===== src/rtl/tk_pkg.sv =====
`timescale 1ns/1ps
package tk_pkg;
  localparam int unsigned TK_AW    = 4;
  localparam int unsigned TK_DW    = 8;
  localparam int unsigned MODE_BIT = 5;

  localparam logic [TK_AW-1:0] RA_SEC  = 4'd0;
  localparam logic [TK_AW-1:0] RA_MIN  = 4'd1;
  localparam logic [TK_AW-1:0] RA_HOUR = 4'd2;
  localparam logic [TK_AW-1:0] RA_WDAY = 4'd3;
  localparam logic [TK_AW-1:0] RA_MDAY = 4'd4;
  localparam logic [TK_AW-1:0] RA_MON  = 4'd5;
  localparam logic [TK_AW-1:0] RA_YEAR = 4'd6;
  localparam logic [TK_AW-1:0] RA_CTRL = 4'd15;

  typedef logic [TK_DW-1:0] bcd8_t;

  typedef struct packed {
    bcd8_t secs;
    bcd8_t mins;
    bcd8_t hrs;   // always 24-hour BCD
    bcd8_t wday;
    bcd8_t mday;
    bcd8_t mon;
    bcd8_t yr;
  } tk_time_t;

  function automatic bcd8_t bcd_inc(bcd8_t v);
    bcd8_t r;
    if (v[3:0] >= 4'd9) r = {v[7:4] + 4'd1, 4'd0};
    else                r = {v[7:4], v[3:0] + 4'd1};
    return r;
  endfunction

  function automatic logic [7:0] bcd_to_bin(bcd8_t v);
    return 8'(v[7:4]) * 8'd10 + 8'(v[3:0]);
  endfunction

  function automatic bcd8_t bin_to_bcd(logic [7:0] b);
    logic [7:0] t;
    logic [7:0] u;
    t = b / 8'd10;
    u = b - t * 8'd10;
    return {t[3:0], u[3:0]};
  endfunction

  // last valid day of a month, in BCD
  function automatic bcd8_t month_last(bcd8_t mon, bcd8_t yr);
    logic [7:0] ybin;
    bcd8_t      r;
    ybin = bcd_to_bin(yr);
    case (mon)
      8'h02:                      r = (ybin[1:0] == 2'b00) ? 8'h29 : 8'h28;
      8'h04, 8'h06, 8'h09, 8'h11: r = 8'h30;
      default:                    r = 8'h31;
    endcase
    return r;
  endfunction
endpackage


===== src/rtl/tk_prescaler.sv =====
`timescale 1ns/1ps
module tk_prescaler #(
  parameter int unsigned SUB_PER_SEC = 32768
) (
  input  logic clk,
  input  logic rst_n,
  input  logic sub_tick,
  input  logic clear,
  output logic sec_pulse
);
  localparam int unsigned CW = (SUB_PER_SEC > 1) ? $clog2(SUB_PER_SEC) : 1;
  localparam logic [CW-1:0] LAST = CW'(SUB_PER_SEC - 1);

  logic [CW-1:0] cnt_q;
  logic          at_last;

  assign at_last   = (cnt_q == LAST);
  assign sec_pulse = sub_tick && at_last && !clear;

  always_ff @(posedge clk) begin
    if (!rst_n)        cnt_q <= '0;
    else if (clear)    cnt_q <= '0;
    else if (sub_tick) cnt_q <= at_last ? '0 : cnt_q + 1'b1;
  end
endmodule


===== src/rtl/tk_hour_codec.sv =====
`timescale 1ns/1ps
module tk_hour_codec
  import tk_pkg::*;
(
  input  bcd8_t      hr24,
  input  logic       mode24,
  input  logic [5:0] wdata,
  output bcd8_t      hr_view,
  output bcd8_t      hr_load
);
  logic [7:0] h_bin;
  logic [7:0] w_bin;
  logic [7:0] w_sum;

  assign h_bin = bcd_to_bin(hr24);
  assign w_bin = bcd_to_bin({3'b000, wdata[4:0]});

  // read side: 24-hour count to the selected view
  always_comb begin
    if (mode24)               hr_view = hr24;
    else if (h_bin == 8'd0)   hr_view = 8'h12;
    else if (h_bin < 8'd12)   hr_view = hr24;
    else if (h_bin == 8'd12)  hr_view = 8'h32;
    else                      hr_view = 8'h20 | bin_to_bcd(h_bin - 8'd12);
  end

  // write side: selected view to 24-hour count
  always_comb begin
    w_sum = w_bin + (wdata[5] ? 8'd12 : 8'd0);
    if (w_bin == 8'd12) w_sum = w_sum - 8'd12;
    if (mode24) hr_load = {2'b00, wdata};
    else        hr_load = bin_to_bcd(w_sum);
  end
endmodule


===== src/rtl/tk_calendar.sv =====
`timescale 1ns/1ps
module tk_calendar
  import tk_pkg::*;
(
  input  logic             clk,
  input  logic             rst_n,
  input  logic             sec_pulse,
  input  logic             wr_en,
  input  logic [TK_AW-1:0] wr_addr,
  input  bcd8_t            wr_data,
  input  bcd8_t            hr_load,
  output tk_time_t         time_q,
  output logic             mode24
);
  tk_time_t cur_q;
  tk_time_t adv;
  tk_time_t nxt;
  bcd8_t    last_day;
  logic     mode_q;

  assign last_day = month_last(cur_q.mon, cur_q.yr);

  // carry chain for one second step
  always_comb begin
    adv = cur_q;
    if (sec_pulse) begin
      if (cur_q.secs >= 8'h59) begin
        adv.secs = 8'h00;
        if (cur_q.mins >= 8'h59) begin
          adv.mins = 8'h00;
          if (cur_q.hrs >= 8'h23) begin
            adv.hrs = 8'h00;
            if (cur_q.wday[2:0] == 3'd7 || cur_q.wday[2:0] == 3'd0) adv.wday = 8'h01;
            else adv.wday = {5'b0, cur_q.wday[2:0] + 3'd1};
            if (cur_q.mday >= last_day) begin
              adv.mday = 8'h01;
              if (cur_q.mon >= 8'h12) begin
                adv.mon = 8'h01;
                adv.yr  = (cur_q.yr >= 8'h99) ? 8'h00 : bcd_inc(cur_q.yr);
              end else begin
                adv.mon = bcd_inc(cur_q.mon);
              end
            end else begin
              adv.mday = bcd_inc(cur_q.mday);
            end
          end else begin
            adv.hrs = bcd_inc(cur_q.hrs);
          end
        end else begin
          adv.mins = bcd_inc(cur_q.mins);
        end
      end else begin
        adv.secs = bcd_inc(cur_q.secs);
      end
    end
  end

  // a write overrides only its own field
  always_comb begin
    nxt = adv;
    if (wr_en) begin
      case (wr_addr)
        RA_SEC:  nxt.secs = {1'b0, wr_data[6:0]};
        RA_MIN:  nxt.mins = {1'b0, wr_data[6:0]};
        RA_HOUR: nxt.hrs  = hr_load;
        RA_WDAY: nxt.wday = {5'b0, wr_data[2:0]};
        RA_MDAY: nxt.mday = {2'b0, wr_data[5:0]};
        RA_MON:  nxt.mon  = {3'b0, wr_data[4:0]};
        RA_YEAR: nxt.yr   = wr_data;
        default: ;
      endcase
    end
  end

  always_ff @(posedge clk) begin
    if (!rst_n) begin
      cur_q  <= '{secs: 8'h00, mins: 8'h00, hrs: 8'h00, wday: 8'h01,
                  mday: 8'h01, mon: 8'h01, yr: 8'h00};
      mode_q <= 1'b0;
    end else begin
      cur_q <= nxt;
      if (wr_en && wr_addr == RA_CTRL) mode_q <= wr_data[MODE_BIT];
    end
  end

  assign time_q = cur_q;
  assign mode24 = mode_q;
endmodule


===== src/rtl/tk_reg_port.sv =====
`timescale 1ns/1ps
module tk_reg_port
  import tk_pkg::*;
(
  input  logic             clk,
  input  logic             rst_n,
  input  logic             req_valid,
  output logic             req_ready,
  input  logic             req_write,
  input  logic [TK_AW-1:0] req_addr,
  input  bcd8_t            req_wdata,
  output logic             rsp_valid,
  input  logic             rsp_ready,
  output bcd8_t            rsp_data,
  input  tk_time_t         time_q,
  input  bcd8_t            hr_view,
  input  logic             mode24,
  output logic             wr_en,
  output logic [TK_AW-1:0] wr_addr,
  output bcd8_t            wr_data
);
  logic  rsp_valid_q;
  bcd8_t rsp_data_q;
  bcd8_t rd_mux;
  logic  accept;
  logic  rd_go;

  assign req_ready = !rsp_valid_q || rsp_ready;
  assign accept    = req_valid && req_ready;
  assign rd_go     = accept && !req_write;
  assign wr_en     = accept && req_write;
  assign wr_addr   = req_addr;
  assign wr_data   = req_wdata;

  always_comb begin
    rd_mux = '0;
    case (req_addr)
      RA_SEC:  rd_mux = time_q.secs;
      RA_MIN:  rd_mux = time_q.mins;
      RA_HOUR: rd_mux = hr_view;
      RA_WDAY: rd_mux = time_q.wday;
      RA_MDAY: rd_mux = time_q.mday;
      RA_MON:  rd_mux = time_q.mon;
      RA_YEAR: rd_mux = time_q.yr;
      RA_CTRL: rd_mux[MODE_BIT] = mode24;
      default: ;
    endcase
  end

  always_ff @(posedge clk) begin
    if (!rst_n) begin
      rsp_valid_q <= 1'b0;
      rsp_data_q  <= '0;
    end else if (rd_go) begin
      rsp_valid_q <= 1'b1;
      rsp_data_q  <= rd_mux;
    end else if (rsp_ready) begin
      rsp_valid_q <= 1'b0;
    end
  end

  assign rsp_valid = rsp_valid_q;
  assign rsp_data  = rsp_data_q;
endmodule


===== src/rtl/bcd_timekeeper.sv =====
`timescale 1ns/1ps
module bcd_timekeeper
  import tk_pkg::*;
#(
  parameter int unsigned SUB_PER_SEC = 32768
) (
  input  logic       clk,
  input  logic       rst_n,
  input  logic       sub_tick,
  input  logic       req_valid,
  output logic       req_ready,
  input  logic       req_write,
  input  logic [3:0] req_addr,
  input  logic [7:0] req_wdata,
  output logic       rsp_valid,
  input  logic       rsp_ready,
  output logic [7:0] rsp_data
);
  logic             sec_pulse;
  logic             wr_en;
  logic [TK_AW-1:0] wr_addr;
  bcd8_t            wr_data;
  tk_time_t         time_q;
  logic             mode24;
  bcd8_t            hr_view;
  bcd8_t            hr_load;
  logic             sec_wr;

  assign sec_wr = wr_en && (wr_addr == RA_SEC);

  tk_prescaler #(.SUB_PER_SEC(SUB_PER_SEC)) u_presc (
    .clk(clk), .rst_n(rst_n), .sub_tick(sub_tick), .clear(sec_wr),
    .sec_pulse(sec_pulse)
  );

  tk_hour_codec u_codec (
    .hr24(time_q.hrs), .mode24(mode24), .wdata(wr_data[5:0]),
    .hr_view(hr_view), .hr_load(hr_load)
  );

  tk_calendar u_cal (
    .clk(clk), .rst_n(rst_n), .sec_pulse(sec_pulse),
    .wr_en(wr_en), .wr_addr(wr_addr), .wr_data(wr_data), .hr_load(hr_load),
    .time_q(time_q), .mode24(mode24)
  );

  tk_reg_port u_port (
    .clk(clk), .rst_n(rst_n),
    .req_valid(req_valid), .req_ready(req_ready), .req_write(req_write),
    .req_addr(req_addr), .req_wdata(req_wdata),
    .rsp_valid(rsp_valid), .rsp_ready(rsp_ready), .rsp_data(rsp_data),
    .time_q(time_q), .hr_view(hr_view), .mode24(mode24),
    .wr_en(wr_en), .wr_addr(wr_addr), .wr_data(wr_data)
  );
endmodule


===== config.mk =====
export PLATFORM = sky130hd
export DESIGN_NAME = bcd_timekeeper
export DESIGN_NICKNAME = d
export VERILOG_FILES = /design/src/rtl/tk_pkg.sv /design/src/rtl/tk_prescaler.sv /design/src/rtl/tk_hour_codec.sv /design/src/rtl/tk_calendar.sv /design/src/rtl/tk_reg_port.sv /design/src/rtl/bcd_timekeeper.sv
export SDC_FILE = /design/constraint.sdc
export NUM_CORES = 1
export LEC_CHECK = 0
export CORE_MARGIN = 3
export CORE_UTILIZATION = 56
export DETAILED_ROUTE_END_ITERATION = 8
export GPL_ROUTABILITY_DRIVEN = 1
export PLACE_DENSITY = 0.74
export SLEW_MARGIN = 20
export SYNTH_ARGS = -nofsm -noshare
export SYNTH_HDL_FRONTEND = slang
export SYNTH_SLANG_ARGS = --single-unit

===== constraint.sdc =====
create_clock -name clk -period 6.7 [get_ports clk]
set_input_delay 1.34 -clock clk [delete_from_list [all_inputs] [get_ports clk]]
set_output_delay 1.34 -clock clk [all_outputs]
set_load 0.03 [all_outputs]

### Word-level counts from Yosys, hierarchy flattened

Cells that the tools add are included.

| word-level totals | value |
|---|---|
| flip-flop bits (word level) | 81 |
| bits of input ports | 18 |
| word-level logic and storage cells | 131 |

| operators by class | value |
|---|---|
| $add $sub $neg | 22 |
| $mul | 5 |
| div/mod/pow operators | 2 |
| order comparisons | 13 |
| equal/unequal tests | 16 |
| multiplexer cells | 42 |
| bitwise logic cells | 1 |
| reduce and logical (&&, ||, !) cells | 19 |

Operators with widths:

| kind | count |
|---|---|
| 2-to-1 mux 8 bit | 26 |
| 2-to-1 mux 56 bit | 2 |
| adder 4 x 1 -> 4 bit (second input constant) | 12 |
| 2-to-1 mux 48 bit | 1 |
| 2-to-1 mux 40 bit | 1 |
| one-hot mux 5 bit (7 select lines) | 1 |
| 2-to-1 mux 32 bit | 1 |
| == test 8 x 4 -> 1 bit (second input constant) | 3 |
| >= comparator 4 bit (second input constant) | 6 |
| divider 8 x 4 -> 8 bit (second input constant) | 2 |
| == test 8 x 3 -> 1 bit (second input constant) | 2 |
| >= comparator 8 x 7 -> 1 bit (second input constant) | 2 |
| multiplier 8 x 3 -> 3 bit (second input constant) | 2 |
| 2-to-1 mux 16 bit | 1 |
| one-hot mux 8 bit (2 select lines) | 1 |
| subtractor 8 x 4 -> 8 bit (second input constant) | 2 |
| adder 15 x 1 -> 15 bit (second input constant) | 1 |
| == test 15 bit (second input constant) | 1 |
| 2-to-1 mux 15 bit | 1 |
| one-hot mux 2 bit (7 select lines) | 1 |
| == test 4 x 3 -> 1 bit (second input constant) | 3 |
| adder 8 x 4 -> 8 bit | 1 |
| adder 8 bit | 1 |
| == test 4 x 2 -> 1 bit (second input constant) | 2 |
| other kinds (32) | 44 |

### Logic depth before layout (Yosys ltp)

Gate-level depths: netlist of run 1.

| logic depth | value |
|---|---|
| depth after elaboration | 13 |
| depth in mapped cells | 33 |

### Modules after synthesis

A second synthesis of run 1 with hierarchy kept.

| unflattened totals | value |
|---|---|
| cell total of the unflattened synthesis | 918 |
| area total of the unflattened synthesis | 7345.8 um^2 |

By module, submodules not included:

| module | instances | cells each | area an instance (um^2) | sequential area each (um^2) |
|---|---|---|---|---|
| tk_calendar | 1 | 469 | 3737.3 | 1141.1 |
| tk_hour_codec | 1 | 256 | 1890.6 | 0.0 |
| tk_reg_port | 1 | 110 | 955.9 | 180.2 |
| tk_prescaler | 1 | 81 | 743.2 | 300.3 |
| bcd_timekeeper | 1 | 2 | 18.8 | 0.0 |

### Worst setup path before layout of run 1

No wires, ideal clock.

| timing | value |
|---|---|
| path type | register to register |
| from | register u_cal.cur_q (netlist bit u_cal.time_q[36]) |
| to | register u_port.rsp_data_q[3] (netlist: u_port.rsp_data[3]) |
| arrival | 6.299 ns |
| path slack | 0.267 ns |
| stages on the path, launching flop included | 33 |
| path buffers | 1 |
| period minus slack after synthesis | 6.433 ns |
| cells stage by stage | dfxtp_1 -> ha_1 -> inv_1 -> fa_1 -> buf_2 -> inv_1 -> ha_1 -> nor4_1 -> a31oi_1 -> mux2_2 -> xnor2_1 -> nor2_1 -> o211a_1 -> a211oi_2 -> nand2_1 -> a2bb2o_4 -> a22o_1 -> nand2_1 -> inv_1 -> ha_1 -> nor2b_1 -> nor2_1 -> a2bb2oi_1 -> o22ai_1 -> a211oi_1 -> o221ai_2 -> ha_1 -> fa_1 -> xor2_1 -> xnor2_1 -> nor2b_1 -> mux2i_1 -> o211ai_1 |

| on the way | value |
|---|---|
| cells in the longest elaborated chain, start to end | 11 |

RTL lines:

| element | line | source |
|---|---|---|
| start, declared | tk_calendar.sv:15 | `tk_time_t cur_q;` |
| start signal, assigned | tk_calendar.sv:77 | `cur_q <= '{secs: 8'h00, mins: 8'h00, hrs: 8'h00, wday: 8'h01,` |
| start signal, assigned | tk_calendar.sv:81 | `cur_q <= nxt;` |
| multiplier 4 x 3 -> 7 bit (*) | tk_pkg.sv:36 | `return 8'(v[7:4]) * 8'd10 + 8'(v[3:0]);` |
| adder 8 x 4 -> 8 bit (*) | tk_pkg.sv:36 |  |
| subtractor 8 x 4 -> 8 bit | tk_hour_codec.sv:24 | `else hr_view = 8'h20 \| bin_to_bcd(h_bin - 8'd12);` |
| divider 8 x 4 -> 8 bit | tk_pkg.sv:42 | `t = b / 8'd10;` |
| multiplier 8 x 3 -> 3 bit | tk_pkg.sv:43 | `u = b - t * 8'd10;` |
| subtractor 4 bit | tk_pkg.sv:43 |  |
| 2-to-1 mux 8 bit | tk_hour_codec.sv:23 | `else if (h_bin == 8'd12) hr_view = 8'h32;` |
| 2-to-1 mux 8 bit | tk_hour_codec.sv:22 | `else if (h_bin < 8'd12) hr_view = hr24;` |
| 2-to-1 mux 8 bit (*) | tk_hour_codec.sv:21 | `else if (h_bin == 8'd0) hr_view = 8'h12;` |
| 2-to-1 mux 8 bit (*) | tk_hour_codec.sv:20 | `if (mode24) hr_view = hr24;` |
| one-hot mux 5 bit (7 select lines) (*) | tk_reg_port.sv:37 | `case (req_addr)` |
| end signal, assigned | tk_reg_port.sv:56 | `rsp_data_q <= rd_mux;` |
| end, declared | tk_reg_port.sv:23 | `bcd8_t rsp_data_q;` |

Every way passes the cells marked *; elsewhere a longest branch is shown, timed or not.
A chain may end at the register's enable or synchronous reset.

### Final worst setup path of run 1

| timing | value |
|---|---|
| from | register u_cal.cur_q (netlist bit u_cal.time_q[37]) |
| to | register u_port.rsp_data_q[2] (netlist: u_port.rsp_data[2]) |

Same word-level chain as after synthesis.

==> qor_table.md, run 1 <==
| Stage | Result | Reported |
| --- | --- | --- |
| floorplanning | I/O pin count | 28 |
| synthesis | Average instance area after synthesis | 7.60 sq um |
| setup path | Library cell appearing most often on the critical path | sky130_fd_sc_hd__ha_1 |
| synthesis | Most used standard cells in the synthesized netlist | sky130_fd_sc_hd__nor2_1 (118), sky130_fd_sc_hd__nand2_1 (90), sky130_fd_sc_hd__dfxtp_1 (81), sky130_fd_sc_hd__ha_1 (59), sky130_fd_sc_hd__o21ai_0 (52) |
| floorplanning | DIE WIDTH | 115 microns |
| min path | Worst min-delay path startpoint | u_port.rsp_data[0] |
| setup path | Worst setup path class | reg -> reg |
| clock tree | TritonCTS Buffers | 9 |
| pwr | Clock network fraction of design power | 43.7% |
| synthesis | Register bit total from synthesis | 81 |
| layout | Fraction of final layout cells sized beyond drive strength 1 | 10.7% |
| clock tree | Root buffer selected by CTS | sky130_fd_sc_hd__clkbuf_16 |
| sta | Final worst-path cycle share | 97.7% |
| setup path | Crit path from | u_cal.time_q[37] |
| routing | Final routed DRC violation total | 0 |
| sta | Final hold vios | 0 |
| synthesis | Primary FF master, synth | sky130_fd_sc_hd__dfxtp_1 |
| sta | Fmax | 153 MHz |
| placed design | Final Wtd Congestion | 0.929 |
| sta | Pins over their slew limit | 0 |
| synthesis | Fraction of the yosys area taken by sequential cells | 24.4% |
| setup path | Worst setup EP type | flop |
| setup path | Buf+Inv Stages, Crit Path | 3 |
| layout | ANT cells | 0 |
| grt | Overall global routing resource usage | 27.9% |
| outcome | Run status | complete, no violations |
| routing | Routed len/inst | 17.9 microns |
| routing | Final routed wirelength across all metal layers | 18,900 microns |
| run | Number of max-cap violations | 0 |
| synthesis | Share of flip-flops with an asynchronous set or reset | 0% |
| min path | Worst min path class | reg -> reg |
| synthesis | Synthesized instance count | 875 |
| synthesis | Number of warnings issued by yosys | 0 |
| clock tree | Clock sink count | 81 |
| pwr | Combinational power share | 16.5% |
| grt | Maximum number of pins on one net before global-route repair | 30 |
| routing | Violation count after the first detailed-route iteration | 633 |
| clock tree | Clk Latency, worst-skew pair | 0.34 ns |
| routing | Number of nets still failing antenna checks after routing | 0 |
| routing | Vias after detailed routing | 6,638 |
| pwr | VDD IR-drop max | 0.144 mV |
| pwr | Total power | 0.00124 W |
| pwr | Switch Pwr | 0.000332 W |
| sta | Setup violation total in the final timing report | 0 |
| setup path | Max stage delay on crit path | 0.62 ns |
| layout | Total number of nets in the final design | 992 |
| layout | Sequential cell area | 1620 sq um |
| clock tree | TritonCTS clock tree | done |
| setup path | R2R Path Start | u_cal.time_q[37] |
| pwr | Pwr Density | 161 nW/um^2 |
| grt | Number of antenna violations at the first check in global routing | 0 |
| floorplanning | Die height | 115 microns |
| synthesis | Unique cell type count in the Yosys netlist | 72 |
| sta | Worst Clk Skew | 0.00907 ns |
| grt | Wire length of the first global-routing pass | 29,900 microns |
| placed design | Placed Cells | 1,028 |
| sta | Slew at the pin with the worst max-slew slack | 1.01 ns |
| floorplanning | Total core area | 11,500 sq um |
| setup path | Required time of the worst setup path | 6.89 ns |
| pwr | Sequential group share of total power | 39.8% |
| setup path | Maximum fanout along the worst path | 6 |
| layout | Area taken by multi-input logic gates | 4860 sq um |
| pwr | P_int | 0.000909 W |
| layout | Area overhead of the layout relative to synthesis | 16.0% |
| floorplanning | Initial Utilization | 57.7% |
| sta | Min Tclk post-route | 6.54 ns |
| layout | Filler instances | 981 |
| synthesis | Number of synthesized flops with an enable pin | 0 |
| synthesis | Area share of the largest cell type after synthesis | 24.4% |
| routing | Initial DRT Pass Iterations | 7 |
| setup path | Kind of launch point of the worst setup path | flop |
| layout | Final non-filler cell total | 1,058 |
| pwr | Switch share | 26.7% |
| synthesis | Main area contributors after synthesis | sky130_fd_sc_hd__dfxtp_1 (24%), sky130_fd_sc_hd__ha_1 (11%), sky130_fd_sc_hd__nor2_1 (6.7%) |
| routing | Drt via density | 6.27 |
| clock tree | Longest Clk Path Bufs | 2 |
| grt | Via count of the first global-routing pass | 6,064 |
| pwr | Lkg Pwr | 3.06 nW |
| setup path | Data arrival time of the worst path | 6.74 ns |
| placed design | Placed cell areas | 7120 sq um |
| clock tree | Clk slew on worst S/H paths | 0.06 ns |
| layout | Post-route cell area | 7710 sq um |
| setup path | Largest delay contributor family on the critical path | compound AO/OA/AOI/OAI gates |
| grt | Global route total overflow | 0 |
| placed design | Detail Placement HPWL | 13,800 microns |
| floorplanning | Total Die Area | 13,200 sq um |
| synthesis | Syn_nets | 957 |
| synthesis | Top-count cell post-synth | sky130_fd_sc_hd__nor2_1 |
| clock tree | H-tree levels | 3 |
| clock tree | Count of hold buffers inserted by post-cts repair | 0 |
| sta | Max_slew headroom | 32.2% |
| setup path | Cell at the slowest stage of the critical path | sky130_fd_sc_hd__fa_2 |
| synthesis | Area leader, netlist | sky130_fd_sc_hd__dfxtp_1 |
| layout | Layout Utilization | 67.0% |
| floorplanning | Floorplan row count | 39 |
| sta | Total Negative Setup Slacks | 0 ns |
| placed design | Input/output buffers | 27 |
| synthesis | Synthesized cell area | 6650 sq um |
## power groups by stage
| stage | logic, W | clock network, W | registers, W |
|---|---|---|---|
| floorplan | 0.000131 | 0 | 0.000505 |
| global placement | 0.000183 | 0 | 0.000505 |
| detailed placement | 0.000189 | 0 | 0.000505 |
| CTS | 0.000192 | 0.000551 | 0.000494 |
| global route | 0.000227 | 0.000569 | 0.000495 |
| finish | 0.000204 | 0.000542 | 0.000494 |
## tightest hold or removal path, delay by kind of cell, from the launching register on
family           cells  cell delay (ns)
AO/OA/AOI/OAI        1             0.05
AND/OR/NAND/NOR      1             0.05
flip-flops           1             0.31
## layout by cell type, fill, tap and decap left out, types with 4 or more instances in the layout
master / Yosys / layout
sky130_fd_sc_hd__ha_1: 59 / 57
sky130_fd_sc_hd__dfxtp_1: 81 / 79
sky130_fd_sc_hd__a41oi_1: 4 / 4
sky130_fd_sc_hd__xnor2_1: 20 / 18
sky130_fd_sc_hd__buf_4: 1 / 37
sky130_fd_sc_hd__mux2i_1: 31 / 29
sky130_fd_sc_hd__nor2b_1: 12 / 10
sky130_fd_sc_hd__a21oi_1: 46 / 46
sky130_fd_sc_hd__inv_1: 45 / 45
sky130_fd_sc_hd__clkdlybuf4s50_1: 0 / 27
sky130_fd_sc_hd__nor3_1: 26 / 26
sky130_fd_sc_hd__nor2_1: 118 / 117
sky130_fd_sc_hd__nand3b_1: 6 / 6
sky130_fd_sc_hd__and3_1: 13 / 13
sky130_fd_sc_hd__or3_1: 5 / 5
sky130_fd_sc_hd__o211ai_1: 19 / 19
sky130_fd_sc_hd__o22ai_1: 5 / 5
sky130_fd_sc_hd__clkbuf_16: 0 / 9
sky130_fd_sc_hd__fa_1: 5 / 4
sky130_fd_sc_hd__a22oi_1: 17 / 17
sky130_fd_sc_hd__nand3_1: 27 / 27
sky130_fd_sc_hd__a311oi_1: 6 / 6
sky130_fd_sc_hd__nand4_1: 11 / 11
sky130_fd_sc_hd__o31ai_1: 4 / 4
sky130_fd_sc_hd__a31oi_1: 9 / 7
sky130_fd_sc_hd__xor2_1: 15 / 14
sky130_fd_sc_hd__nand2b_1: 8 / 8
sky130_fd_sc_hd__and2_1: 15 / 13
sky130_fd_sc_hd__a21o_1: 5 / 5
sky130_fd_sc_hd__nand2_1: 90 / 88
sky130_fd_sc_hd__a211oi_1: 20 / 19
sky130_fd_sc_hd__mux2_2: 4 / 4
sky130_fd_sc_hd__o21ai_0: 52 / 51
## flip-flops by register name (all words and copies together) (netlist names)
signal / cells
u_presc.cnt_q: 15
u_port.rsp_valid: 1
u_cal.time_q: 56
u_port.rsp_data: 8
u_cal.mode24: 1
## what timing repair did
action                     CTS  global route
pin swaps                    3            11
setup endpoints to repair    2             4
gates resized for setup      8            27
buffers inserted             3            11
## kinds of logic (layout without fill, tap and decap cells)
group,Yosys count,in the layout,synth area share [%]
multiplexers,37,37,6.02
buffers and inverters,86,126,4.95
XOR/XNOR,37,37,5.10
AND/OR/NAND/NOR,348,348,24.4
AO/OA/AOI/OAI,221,221,22.4
flip-flops,81,81,24.4
adder cells (fa/ha/maj),65,65,12.8
## through the flow
| stage | worst slack [ns] | hold WS, ns |
|---|---|---|
| after global placement | 0.151 | 0.441 |
| after CTS | 0.00692 | 0.465 |
| after global routing | -0.160 | 0.481 |
| after detailed placement | -0.272 | 0.446 |
| final | 0.157 | 0.465 |
| after floorplan | 0.267 | 0.430 |
## worst paths after layout
check | cells past startpoint | slack [ns] | to
hold reg to reg | 2 | 0.46 | u_port.rsp_data[0]
hold / removal | 2 | 0.46 | u_port.rsp_data[0]
setup / recovery | 30 | 0.16 | u_port.rsp_data[2]
setup reg to reg | 30 | 0.16 | u_port.rsp_data[2]
## area by class of cell
class,count,area share [%]
Inverter,46,2.24
Timing Repair Buffer,64,7.10
Tap cell,143,2.32
Clock inverter,6,1.15
Multi-Input combinational cell,708,63.0
Clock buffer,10,3.10
Sequential cell,81,21.1
## per-layer routing
layer | global-route usage (%) | wire [microns] | share of wire [%] | vias to the layer above
li1 | - | - | - | 3206
met4 | 7.43 | 415 | 2.2 | 0
met5 | 0 | 0 | 0 | -
met2 | 46.4 | 8900 | 47 | 248
met1 | 38.1 | 8430 | 45 | 3143
met3 | 3.74 | 1150 | 6.1 | 41
(Power assumes the default switching activity.)
==> run 2: changes to the inputs <==
ABC_CLOCK_PERIOD_IN_PS = 6700   (was not set)
==> results of run 2 <==
Final layout, timing and power as in run 1 (identical DEF).
==> run 3: changes to the inputs <==
HOLD_SLACK_MARGIN = 0.1   (was not set)
SLEW_MARGIN = 25   (was 20)
==> results of run 3 <==
Final layout, timing and power as in run 1 (identical DEF).
